### config.mk
export PLATFORM = sky130hd
export DESIGN_NAME = pci_slot_hotplug
export DESIGN_NICKNAME = d
export VERILOG_FILES = /design/src/rtl/hp_pkg.sv /design/src/rtl/hp_ctrl.sv /design/src/rtl/hp_regs.sv /design/src/rtl/pci_slot_hotplug.sv
export SDC_FILE = /design/constraint.sdc
export NUM_CORES = 1
export LEC_CHECK = 0
export BUFFER_PORTS_ARGS = -buffer_cell sky130_fd_sc_hd__buf_4
export CAP_MARGIN = 30
export CORE_AREA = 2 2 135 137
export DETAILED_ROUTE_END_ITERATION = 10
export DIE_AREA = 0 0 137 139
export PLACE_DENSITY_LB_ADDON = 0.3
export SYNTH_ARGS = -nofsm -noshare
export SYNTH_HDL_FRONTEND = slang
export SYNTH_HIERARCHICAL = 1
export SYNTH_SLANG_ARGS = --single-unit
### constraint.sdc
create_clock -name clk -period 3.2 [get_ports clk]
set_input_delay 0.48 -clock clk [delete_from_list [all_inputs] [get_ports clk]]
set_output_delay 0.48 -clock clk [all_outputs]
set_load 0.05 [all_outputs]
### src/rtl/hp_pkg.sv
package hp_pkg;
  localparam int HP_IDX_W  = 5;
  localparam int HP_REG_W  = 32;
  localparam int HP_ADDR_W = 4;
  localparam int HP_BE_W   = HP_REG_W / 8;

  typedef logic [HP_IDX_W-1:0] slotIdx_t;

  localparam logic [1:0] WORD_UP    = 2'd0;
  localparam logic [1:0] WORD_DOWN  = 2'd1;
  localparam logic [1:0] WORD_EJECT = 2'd2;
  localparam logic [1:0] WORD_RMV   = 2'd3;

  typedef enum logic {ST_RUN, ST_DRAIN} hpState_t;

  typedef struct packed {
    logic     ejectDo;
    slotIdx_t ejectIdx;
    logic     plugDo;
    logic     unplugDo;
    logic     coldDo;
    slotIdx_t evtIdx;
    logic     rebuildDo;
  } hpStrobe_t;
endpackage

### src/rtl/hp_ctrl.sv
module hp_ctrl
  import hp_pkg::*;
#(
  parameter int SLOTS = 32
) (
  input  logic                 clk,
  input  logic                 rstN,
  input  logic                 resetReq,
  input  logic                 plugStb,
  input  logic                 unplugStb,
  input  logic                 coldStb,
  input  slotIdx_t             evtSlot,
  input  logic                 busValid,
  input  logic                 busWrite,
  input  logic [HP_ADDR_W-1:0] busAddr,
  input  logic [HP_BE_W-1:0]   busBe,
  input  logic [HP_REG_W-1:0]  busWdata,
  input  logic [SLOTS-1:0]     pending,
  output hpStrobe_t            strobe
);
  hpState_t state, nextState;
  logic ejectWrite;
  logic [SLOTS-1:0] wrSlots;

  function automatic slotIdx_t lowestIdx(input logic [SLOTS-1:0] v);
    slotIdx_t r = '0;
    for (int i = SLOTS - 1; i >= 0; i--) begin
      if (v[i]) r = slotIdx_t'(i);
    end
    return r;
  endfunction

  assign wrSlots    = busWdata[SLOTS-1:0];
  assign ejectWrite = busValid && busWrite && (busBe == {HP_BE_W{1'b1}}) &&
                      (busAddr[1:0] == 2'b00) && (busAddr[3:2] == WORD_EJECT);

  always_comb begin
    strobe    = '0;
    nextState = state;
    case (state)
      ST_RUN: begin
        if (resetReq) begin
          nextState = ST_DRAIN;
        end else begin
          strobe.ejectDo  = ejectWrite && (|wrSlots);
          strobe.ejectIdx = lowestIdx(wrSlots);
          strobe.plugDo   = plugStb;
          strobe.unplugDo = unplugStb;
          strobe.coldDo   = coldStb;
          strobe.evtIdx   = evtSlot;
        end
      end
      default: begin
        if (|pending) begin
          strobe.ejectDo  = 1'b1;
          strobe.ejectIdx = lowestIdx(pending);
        end else begin
          strobe.rebuildDo = 1'b1;
          nextState        = ST_RUN;
        end
      end
    endcase
  end

  always_ff @(posedge clk or negedge rstN) begin
    if (!rstN) state <= ST_RUN;
    else       state <= nextState;
  end

  logic [SLOTS-1:0] belowMask;
  assign belowMask = (SLOTS'(1) << strobe.ejectIdx) - SLOTS'(1);

  AST_EJECT_LOWEST_WRITE: assert property (@(posedge clk) disable iff (!rstN)
    (state == ST_RUN && strobe.ejectDo) |-> (wrSlots[strobe.ejectIdx] && ((wrSlots & belowMask) == '0)));
  AST_DRAIN_LOWEST_PENDING: assert property (@(posedge clk) disable iff (!rstN)
    (state == ST_DRAIN && (|pending)) |-> (strobe.ejectDo && pending[strobe.ejectIdx] && ((pending & belowMask) == '0)));
endmodule

### src/rtl/hp_regs.sv
module hp_regs
  import hp_pkg::*;
#(
  parameter int SLOTS = 32
) (
  input  logic                 clk,
  input  logic                 rstN,
  input  hpStrobe_t            strobe,
  input  logic [SLOTS-1:0]     fixedMask,
  input  logic [SLOTS-1:0]     occupancy,
  input  logic                 busValid,
  input  logic                 busWrite,
  input  logic [HP_ADDR_W-1:0] busAddr,
  input  logic [HP_BE_W-1:0]   busBe,
  output logic [HP_REG_W-1:0]  busRdata,
  output logic [SLOTS-1:0]     pending,
  output logic                 gpeReq,
  output logic                 ejectStb,
  output slotIdx_t             ejectSlot
);
  logic [SLOTS-1:0] presentQ, pendingQ, enableQ;
  logic [SLOTS-1:0] presNext, pendNext, enNext;
  logic fullRead;

  always_comb begin
    presNext = presentQ;
    pendNext = pendingQ;
    enNext   = enableQ;
    if (strobe.ejectDo) begin
      pendNext[strobe.ejectIdx] = 1'b0;
      if (!fixedMask[strobe.ejectIdx]) presNext[strobe.ejectIdx] = 1'b0;
    end
    if (strobe.rebuildDo) begin
      enNext   = ~fixedMask;
      presNext = occupancy;
    end
    if (strobe.plugDo)   presNext[strobe.evtIdx] = 1'b1;
    if (strobe.coldDo)   presNext[strobe.evtIdx] = 1'b1;
    if (strobe.unplugDo) pendNext[strobe.evtIdx] = 1'b1;
  end

  always_ff @(posedge clk or negedge rstN) begin
    if (!rstN) begin
      presentQ  <= '0;
      pendingQ  <= '0;
      enableQ   <= '1;
      gpeReq    <= 1'b0;
      ejectStb  <= 1'b0;
      ejectSlot <= '0;
    end else begin
      presentQ  <= presNext;
      pendingQ  <= pendNext;
      enableQ   <= enNext;
      gpeReq    <= strobe.plugDo || strobe.unplugDo;
      ejectStb  <= strobe.ejectDo;
      ejectSlot <= strobe.ejectDo ? strobe.ejectIdx : ejectSlot;
    end
  end

  assign pending  = pendingQ;
  assign fullRead = busValid && !busWrite && (busBe == {HP_BE_W{1'b1}}) && (busAddr[1:0] == 2'b00);

  always_comb begin
    busRdata = '0;
    if (fullRead) begin
      case (busAddr[3:2])
        WORD_UP:   busRdata = HP_REG_W'(presentQ & enableQ);
        WORD_DOWN: busRdata = HP_REG_W'(pendingQ);
        WORD_RMV:  busRdata = HP_REG_W'(enableQ);
        default:   busRdata = '0;
      endcase
    end
  end

  AST_EJECT_CLEARS_PENDING: assert property (@(posedge clk) disable iff (!rstN)
    (strobe.ejectDo && !(strobe.unplugDo && strobe.evtIdx == strobe.ejectIdx))
      |=> !pendingQ[$past(strobe.ejectIdx)]);
  AST_FIXED_KEEPS_PRESENT: assert property (@(posedge clk) disable iff (!rstN)
    (strobe.ejectDo && !strobe.rebuildDo && presentQ[strobe.ejectIdx] && fixedMask[strobe.ejectIdx])
      |=> presentQ[$past(strobe.ejectIdx)]);
  AST_COLD_NO_GPE: assert property (@(posedge clk) disable iff (!rstN)
    (strobe.coldDo && !strobe.plugDo && !strobe.unplugDo) |=> !gpeReq);
  AST_REBUILD_STATE: assert property (@(posedge clk) disable iff (!rstN)
    (strobe.rebuildDo && !strobe.unplugDo) |=> (enableQ == ~$past(fixedMask) && pendingQ == '0));
endmodule

### src/rtl/pci_slot_hotplug.sv
module pci_slot_hotplug
  import hp_pkg::*;
#(
  parameter int SLOTS = 32
) (
  input  logic                 clk,
  input  logic                 rstN,
  input  logic                 resetReq,
  input  logic                 plugStb,
  input  logic                 unplugStb,
  input  logic                 coldStb,
  input  logic [HP_IDX_W-1:0]  evtSlot,
  input  logic [SLOTS-1:0]     fixedMask,
  input  logic [SLOTS-1:0]     occupancy,
  input  logic                 busValid,
  input  logic                 busWrite,
  input  logic [HP_ADDR_W-1:0] busAddr,
  input  logic [HP_BE_W-1:0]   busBe,
  input  logic [HP_REG_W-1:0]  busWdata,
  output logic [HP_REG_W-1:0]  busRdata,
  output logic                 gpeReq,
  output logic                 ejectStb,
  output logic [HP_IDX_W-1:0]  ejectSlot
);
  hpStrobe_t strobe;
  logic [SLOTS-1:0] pending;

  hp_ctrl #(.SLOTS(SLOTS)) i_ctrl (
    .clk(clk), .rstN(rstN), .resetReq(resetReq),
    .plugStb(plugStb), .unplugStb(unplugStb), .coldStb(coldStb), .evtSlot(evtSlot),
    .busValid(busValid), .busWrite(busWrite), .busAddr(busAddr), .busBe(busBe),
    .busWdata(busWdata), .pending(pending), .strobe(strobe)
  );

  hp_regs #(.SLOTS(SLOTS)) i_regs (
    .clk(clk), .rstN(rstN), .strobe(strobe),
    .fixedMask(fixedMask), .occupancy(occupancy),
    .busValid(busValid), .busWrite(busWrite), .busAddr(busAddr), .busBe(busBe),
    .busRdata(busRdata), .pending(pending),
    .gpeReq(gpeReq), .ejectStb(ejectStb), .ejectSlot(ejectSlot)
  );
endmodule

==> results.cfg, run 1 <==
[logic_synthesis]
synth-xor-area-share_pct = 0
synth_compound_area_share_pct = 22.8
synthSimpleGateAreaFrac_pct = 25.4
ys_types = 66
synth_nets = 921
yosysWarnings = 6
synth.area.mux_share_pct = 7.29
avgSynthCellArea_um2 = 8.65
synthesis.area_um2 = 6950
synth-edff-count = 0
synth_top_family_by_area = simple AND/OR/NAND/NOR gates
synth_fa_ha_area_share_pct = 0
ys_seq_elements = 104
ys_seq_area_share_pct = 38.0
netlist_instances = 804
async_flop_share_pct = 100
ys.flop_type = dfrtp_1

[worst_setup_path]
start_kind = flip-flop
arrival_ns = 3.26
crit_path_max_fanout = 15
critical_path_required_ns = 3.41
worstSetupPathType = flip-flop to flip-flop
worstSetupEndpointType = flip-flop
ff2ff_setup_slack_ns = 0.16

[grt]
antenna_found_initial = 0
overflow = 0
grt_pass1_wl_mm = 39.7
grt_pass1_vias = 7016
grt_usage_pct = 27.0
grt_max_degree = 66

[floorplan]
die_area_um2 = 19000
initial_core_util_pct = 39.4
fp.dieW_um = 137
std_cell_rows = 49
core_area_um2 = 17700
ios = 156
die_h_um = 139

[timing]
maxSlewHeadroom_pct = 54.2
drv_slew = 0
finalClockSkew_ns = 0.0118
hold_viol = 0
finalWorstSetupSlack_ns = 0.156
period_share_pct = 95.1
tightest_slew_ns = 0.683
finalSetupViolCount = 0
fmax_mhz = 328
layout_min_cycle_time_ns = 3.04

[route]
antenna_left = 0
wirelength_mm = 25.7
drc_errors = 0
routedWlPerCell_um = 21.0
num_vias = 7143
dr.pass1.iters = 7
drt_iter0_markers = 569
viasPerCell = 5.83

[placed_design]
place_worst_setup_slack_ns = 0.0227
io_buffers = 155
gp_congestion = 0.988
dp_hpwl_mm = 18.9

[clock_network]
clkTransAtPathRegs_ns = 0.08
clock_path_buffers = 2
cts_root_buf = clkbuf_16
clock-sinks = 104
cts_tree = yes
clk_latency_ns = 0.36
h-tree-depth = 3
numCtsBuffers = 9

[flow_run]
cap_violations = 0

[layout]
finalCoreUtilization_pct = 52.5
final_nets = 1109
drive_above_1_share_pct = 31.2
diodes = 0
syn_to_final_growth_pct = 33.4

[power_and_ir_drop]
p_leak_uw = 0.00401
irDropWorstVdd_uv = 428
p_per_area_nw_per_um2 = 849
power_uw = 7870

[worst_hold_path]
hold_class = primary input to async pin

[status]
status = finished, final reports clean
## worst max-delay path, cell delays in order, from the launching register on
cell      delay [ns]
dfrtp_1         0.41
nor4_4          0.45
nand4_1         0.22
o21ai_2         0.26
nor3_1          0.08
a22o_1          0.26
buf_12          0.16
buf_12          0.15
nor3b_4         0.27
buf_12          0.16
nand2_1         0.07
a221oi_1        0.26
a21oi_1         0.12
## flip-flops by register name, summed over array words and instances (netlist names)
register and count:
i_regs/gpeReq 1, i_regs/pending 32, i_ctrl/state 1, i_regs/presentQ 32, i_regs/ejectSlot 5, i_regs/enableQ 32, i_regs/ejectStb 1
## Yosys cell counts, drive strengths merged, types with 15 or more instances
cell type	number	area, um^2
nand3b	39	293
a21oi	78	390
mux2i	45	450
o21ai	38	194
nand2	91	342
nor4	18	168
dfrtp	72	1800
nor3	17	100
buf	21	135
inv	56	210
dfstp	32	841
nor2	63	236
a22o	15	131
clkbuf	28	105
## routing by layer
| metal | share of wire (%) | up-vias | global-route usage (%) | wire length (um) |
|---|---|---|---|---|
| met5 | 0 | - | 0 | 0 |
| met4 | 1.9 | 0 | 6.51 | 499 |
| met3 | 6.3 | 29 | 4.93 | 1610 |
| met2 | 47 | 267 | 42.8 | 12000 |
| met1 | 45 | 3526 | 38.0 | 11600 |
| li1 | - | 3321 | - | - |
## layout make-up
class                   count  area (um^2)
fillers                  1690         8380
multi-input cells         595         3940
flip-flops and latches    104         2640
repair buffers            226         1790
well taps                 229          287
clock buffers              11          253
inverters                  56          210
clock inverters             5          150
## per-stage QoR
stage | setup TNS [ns] | hold slack (ns) | cells | cell area [um^2]
5_1_grt | -0.00242 | 0.183 | 1226 | 9270
2_1_floorplan | 0 | 0.184 | 804 | 6950
4_1_cts | 0 | 0.165 | 1224 | 9220
3_5_place_dp | 0 | 0.463 | 1208 | 8810
6_report | 0 | 0.139 | 1226 | 9270
3_3_place_gp | 0 | 0.459 | 1207 | 8790
## placed cells by master (no fill, tap or decap), types with 9 or more instances in the layout
master     count
a21oi_1       78
and2_1         9
nor4_1        12
o211ai_1      10
clkbuf_16      9
a22o_1        15
nor2_1        63
dfrtp_1       72
mux2i_1       45
nor3_1        13
buf_4        217
a311oi_1      10
o21ai_0       35
nor2b_1       10
nand2_1       91
nand2b_1       9
inv_1         56
dfstp_2       32
a221o_1       12
nand3b_1      39
a221oi_1      14
a22oi_1       14
## kinds of logic (layout without fill, tap and decap cells)
kind of cell,Yosys count,after routing
flops,104,104
mux,50,50
compound gates,234,234
simple gates,311,311
buf+inv,105,298
## path summary, 6_finish.rpt
kind	startpoint	end	cells past startpoint
max in group asynchronous	rstN	i_regs/enableQ[21]$_DFFE_PN1P_	2
worst min-delay path	rstN	i_regs/presentQ[4]$_DFF_PN0_	1
worst max register to register	i_regs/pending[17]$_DFF_PN0_	i_regs/presentQ[16]$_DFF_PN0_	12
min in group clk	fixedMask[19]	i_regs/enableQ[19]$_DFFE_PN1P_	2
worst min register to register	i_regs/enableQ[9]$_DFFE_PN1P_	i_regs/enableQ[9]$_DFFE_PN1P_	2
worst max-delay path	i_regs/pending[17]$_DFF_PN0_	i_regs/presentQ[16]$_DFF_PN0_	12
## power breakdown
group / total [uW] / internal [uW] / switching, uW
clock network: 1490 / 966 / 519
registers: 2370 / 1990 / 380
logic: 4010 / 1770 / 2240
total: 7870 / 4730 / 3140
## timing repair
action,4_1_cts,5_1_grt
endpoints found under the hold margin,0,0
gates cloned,0,0
hold buffers,0,0
buffers inserted,0,2
resized for setup,1,5
setup endpoints to repair,4,21
pin swaps,0,3
(Power assumes the default switching activity.)
==> run 2: changes to the inputs <==
- CELL_PAD_IN_SITES_DETAIL_PLACEMENT: unset -> 0
- CELL_PAD_IN_SITES_GLOBAL_PLACEMENT: unset -> 1
- REMOVE_ABC_BUFFERS: unset -> 1
==> run 2 against run 1 <==
Against the previous run: global-route usage down 0.40 points; routed wire length down 3.4%; sequential power is essentially flat; largest cell class unchanged; register-to-register slack about the same; non-clock buffer count fell by 3; power decreased by 7.6%; largest power group unchanged; clock skew hardly changed; via count decreased by 1.2%; worst setup slack is essentially flat; combinational power fell by 4%; die area is the same; worst hold slack improved by 0.0063 ns.
==> results.cfg, run 2 (synthesis gave the netlist of run 1 again) <==
[grt]
grt_usage_pct = 26.6
antenna_found_initial = 0
grt_pass1_vias = 6930
grt_pass1_wl_mm = 38.9
overflow = 0
grt_max_degree = 66

[floorplan]
initial_core_util_pct = 39.4
fp.dieW_um = 137
die_area_um2 = 19000
core_area_um2 = 17700
std_cell_rows = 49
die_h_um = 139
ios = 156

[layout]
syn_to_final_growth_pct = 30.0
finalCoreUtilization_pct = 51.2
fin_cells = 1223
layout_common_cells = 217 x buf_4, 91 x nand2_1, 78 x a21oi_1, 72 x dfrtp_1, 63 x nor2_1
diodes = 0
drive_above_1_share_pct = 30.7
final_common_cell = buf_4
final_nets = 1106
num-fill-cells = 1739

[timing]
layout_min_cycle_time_ns = 3.04
tightest_slew_ns = 0.947
final.setup.tns_ns = 0
drv_slew = 0
maxSlewHeadroom_pct = 36.4
finalWorstSetupSlack_ns = 0.156
period_share_pct = 95.1
finalSetupViolCount = 0
fmax_mhz = 328
hold_viol = 0
finalClockSkew_ns = 0.0116
grt_setup_unrepaired = no

[route]
viasPerCell = 5.77
dr_wl_met2_mm = 11.6
drc_errors = 0
dr.pass1.iters = 5
antenna_left = 0
drt_iter0_markers = 613
wirelength_mm = 24.8
wl_met1_mm = 10.9
routedWlPerCell_um = 20.3
num_vias = 7056
wl_met3_mm = 1.72
top_layer = met4

[placed_design]
io_buffers = 155
gp_congestion = 0.961
dp.cells = 1206
place_worst_setup_slack_ns = 0.0209
dp_hpwl_mm = 18.6

[status]
status = finished, final reports clean

[clock_network]
clk_latency_ns = 0.36
clock_path_buffers = 2
numCtsBuffers = 9
clock-sinks = 104
cts_root_buf = clkbuf_16
h-tree-depth = 3
clkTransAtPathRegs_ns = 0.07
cts.repair.resized = 0
cts_tree = yes
ctsHoldBuffers = 0

[worst_setup_path]
critical_path_required_ns = 3.49
crit_path_max_fanout = 7
arrival_ns = 3.34
worstSetupPathType = flip-flop to flip-flop
start_kind = flip-flop
worstSetupEndpointType = flip-flop

[worst_hold_path]
hold_class = primary input to async pin

[power_and_ir_drop]
irDropWorstVdd_uv = 427
p_leak_uw = 0.00389
p_per_area_nw_per_um2 = 804
power_uw = 7270

[flow_run]
cap_violations = 0
[run 2: metrics by stage]
stage                     hold slack [ns]  cell area [um^2]
after global placement              0.459              8730
after CTS                           0.162              9040
final                               0.145              9040
after global routing                0.197              9040
after floorplan                     0.184              6710
after detailed placement            0.465              8760
[run 2: critical path, cell delays in order, from the launching register on]
cell,delay [ns]
dfrtp_1,0.46
nor4_2,0.48
nand4_1,0.22
o21ai_2,0.28
nor3_1,0.08
a22o_1,0.29
buf_4,0.21
mux2i_1,0.16
o32a_1,0.36
a311oi_1,0.29
a221o_1,0.14
[run 2: repair_timing]
action                     in CTS  in global routing
setup endpoints to repair       0                  4
buffers inserted                0                  1
hold endpoints to repair        0                  0
[run 2: area by class of cell]
| cell class | instances | area, um^2 | area share [%] |
|---|---|---|---|
| inverter | 56 | 210 | 2.32 |
| clock buffer | 14 | 264 | 2.92 |
| multi-input combinational | 595 | 3890 | 43.1 |
| timing repair buffer | 223 | 1730 | 19.1 |
| sequential | 104 | 2640 | 29.2 |
| tap | 229 | 287 | 3.17 |
| clock inverter | 2 | 15.0 | 0.166 |
[run 2: worst paths after layout]
check / startpoint / end / slack (ns) / cells past startpoint
setup / recovery: i_regs/pending[27]$_DFF_PN0_ / i_regs/presentQ[8]$_DFF_PN0_ / 0.16 / 10
setup reg to reg: i_regs/pending[27]$_DFF_PN0_ / i_regs/presentQ[8]$_DFF_PN0_ / 0.16 / 10
hold / removal: rstN / i_regs/ejectSlot[4]$_DFFE_PN0P_ / 0.15 / 1
max in group asynchronous: rstN / i_regs/enableQ[31]$_DFFE_PN1P_ / 2.09 / 3
hold reg to reg: i_regs/enableQ[27]$_DFFE_PN1P_ / i_regs/enableQ[27]$_DFFE_PN1P_ / 0.47 / 2
min in group clk: fixedMask[22] / i_regs/enableQ[22]$_DFFE_PN1P_ / 0.27 / 2
[run 2: per-layer routing]
metal / global-route usage (%) / vias to the layer above
li1: - / 3319
met1: 36.8 / 3408
met2: 42.3 / 287
met3: 4.61 / 42
met4: 7.81 / 0
met5: 0 / -
[run 2: report_power, final]
group	leakage [uW]	switching [uW]	internal, uW
clock network	0.000129	506	573
logic	0.00248	2150	1680
registers	0.00128	375	1990
total	0.00389	3030	4240
==> run 3: changes to the inputs <==
- CTS_BUF_LIST: unset -> sky130_fd_sc_hd__clkbuf_4 sky130_fd_sc_hd__clkbuf_8
==> run 3 against run 2 <==
Against the previous run: global-route usage increased by 0.053 points; highest routed layer unchanged; clock power fell by 24%; sequential share of layout area rose by 0.29 points; final cell count is the same; first-iteration DRC count rose by 7.5%; worst setup slack gained 0.00089 ns; power fell by 3.5%; via count down 0.20%; worst hold slack worse by 0.042 ns; non-clock buffer count unchanged.
==> results.cfg, run 3 (synthesis gave the netlist of run 1 again) <==
[status]
status = finished, final reports clean

[worst_setup_path]
cp_slowest_cell = dfrtp_1
worstSetupPathType = flip-flop to flip-flop
crit_path_max_fanout = 7
max_stage_delay_ns = 0.47
worst-path-buf-inv = 1
ff2ff_setup_slack_ns = 0.16
reg2regPathDepth = 10
crit_chain = nor4_2, nand4_1, o21ai_2, nor3_1, a22o_1, buf_4, mux2i_1, o32a_1, a311oi_1, a221o_1
worstSetupEndpointType = flip-flop
start_kind = flip-flop
timing.critical_path.max_delay_family = compound AO/OA/AOI/OAI gates
critical_path_required_ns = 3.49
arrival_ns = 3.33
cp.depth = 10

[power_and_ir_drop]
p_sw_uw = 3000
power_frac_seq_pct = 33.7
combPwrFrac_pct = 54.6
p_per_area_nw_per_um2 = 784
swShare_pct = 42.7
clock_power_share_pct = 11.8
p_int_uw = 4020
irDropWorstVdd_uv = 434
p_leak_uw = 0.00385

[layout]
layout_common_cells = 217 x buf_4, 91 x nand2_1, 78 x a21oi_1, 72 x dfrtp_1, 63 x nor2_1
final_nets = 1106
drive_above_1_share_pct = 31.0
multi_input_area_um2 = 3890
num-fill-cells = 1753
fin_area_um2 = 8950
syn_to_final_growth_pct = 28.8
diodes = 0
finalCoreUtilization_pct = 50.7
final_common_cell = buf_4
regArea_um2 = 2640

[timing]
tightest_slew_ns = 0.965
fmax_mhz = 329
period_share_pct = 95.1
finalClockSkew_ns = 0.0182
finalSetupViolCount = 0
layout_min_cycle_time_ns = 3.04
finalWorstSetupSlack_ns = 0.157
drv_slew = 0
hold_viol = 0
maxSlewHeadroom_pct = 35.2
grt_setup_unrepaired = no

[floorplan]
core_area_um2 = 17700
ios = 156
std_cell_rows = 49
die_h_um = 139
initial_core_util_pct = 39.4
die_area_um2 = 19000
fp.dieW_um = 137

[placed_design]
place_worst_setup_slack_ns = 0.0209
io_buffers = 155
gp_congestion = 0.961
dp_hpwl_mm = 18.6
dpl-instance-area_um2 = 8760

[route]
viasPerCell = 5.76
wirelength_mm = 24.8
dr.pass1.iters = 5
drc_errors = 0
routedWlPerCell_um = 20.3
antenna_left = 0
drt_iter0_markers = 659
num_vias = 7042

[clock_network]
h-tree-depth = 3
cts_tree = yes
cts_setup_buffers = 0
clk_latency_ns = 0.40
clock-sinks = 104
clkTransAtPathRegs_ns = 0.10
cts_root_buf = clkbuf_8
clock_path_buffers = 2
ctsHoldBuffers = 0
numCtsBuffers = 9
cts.repair.resized = 0

[grt]
overflow = 0
grt_pass1_vias = 6943
grt_pass1_wl_mm = 39.0
grt_usage_pct = 26.6
grt_max_degree = 66
antenna_found_initial = 0

[flow_run]
cap_violations = 0

[worst_hold_path]
hold_class = primary input to async pin
run 3: power by group through the flow:
stage               Sequential, uW  Clock [uW]  Combinational, uW
floorplan                     2360           0               2020
finish                        2360         826               3830
CTS                           2350         850               3770
detailed placement            2370           0               3760
global route                  2430         893               4140
global placement              2370           0               3700
run 3: routing by layer:
metal  wire length, um  GRT usage, %  up-vias
met1             10900          37.1     3382
met3              1820          4.50       39
li1                  -             -     3310
met5                 0             0        -
met2             11600          42.6      311
met4               495          7.00        0
run 3: final cells by class:
type | count | share of cell area, %
sequential | 104 | 29.5
multi-input combinational | 595 | 43.5
clock buffer | 14 | 1.94
clock inverter | 2 | 0.168
tap | 229 | 3.20
timing repair buffer | 223 | 19.3
inverter | 56 | 2.35
run 3: final timing paths:
path	startpoint	to
worst max register to register	i_regs/pending[27]$_DFF_PN0_	i_regs/presentQ[8]$_DFF_PN0_
worst max-delay path	i_regs/pending[27]$_DFF_PN0_	i_regs/presentQ[8]$_DFF_PN0_
min in group clk	fixedMask[22]	i_regs/enableQ[22]$_DFFE_PN1P_
worst min-delay path	rstN	i_regs/ejectSlot[4]$_DFFE_PN0P_
worst min register to register	i_regs/enableQ[27]$_DFFE_PN1P_	i_regs/enableQ[27]$_DFFE_PN1P_
max in group asynchronous	rstN	i_regs/enableQ[31]$_DFFE_PN1P_
run 3: metrics by stage:
step / hold slack, ns / cells / setup TNS [ns] / total power (uW)
final: 0.103 / 1223 / 0 / 7020
after global routing: 0.147 / 1223 / 0 / 7460
after CTS: 0.103 / 1222 / 0 / 6980
after detailed placement: 0.465 / 1206 / 0 / 6130
after global placement: 0.459 / 1204 / 0 / 6070
after floorplan: 0.184 / 755 / -314.74 / 4380
run 3: worst register-to-register path: stages (launching register included):
cell and delay [ns]:
dfrtp_1 0.47, nor4_2 0.47, nand4_1 0.22, o21ai_2 0.28, nor3_1 0.08, a22o_1 0.29, buf_4 0.21, mux2i_1 0.26
o32a_1 0.26, a311oi_1 0.11, a221o_1 0.28
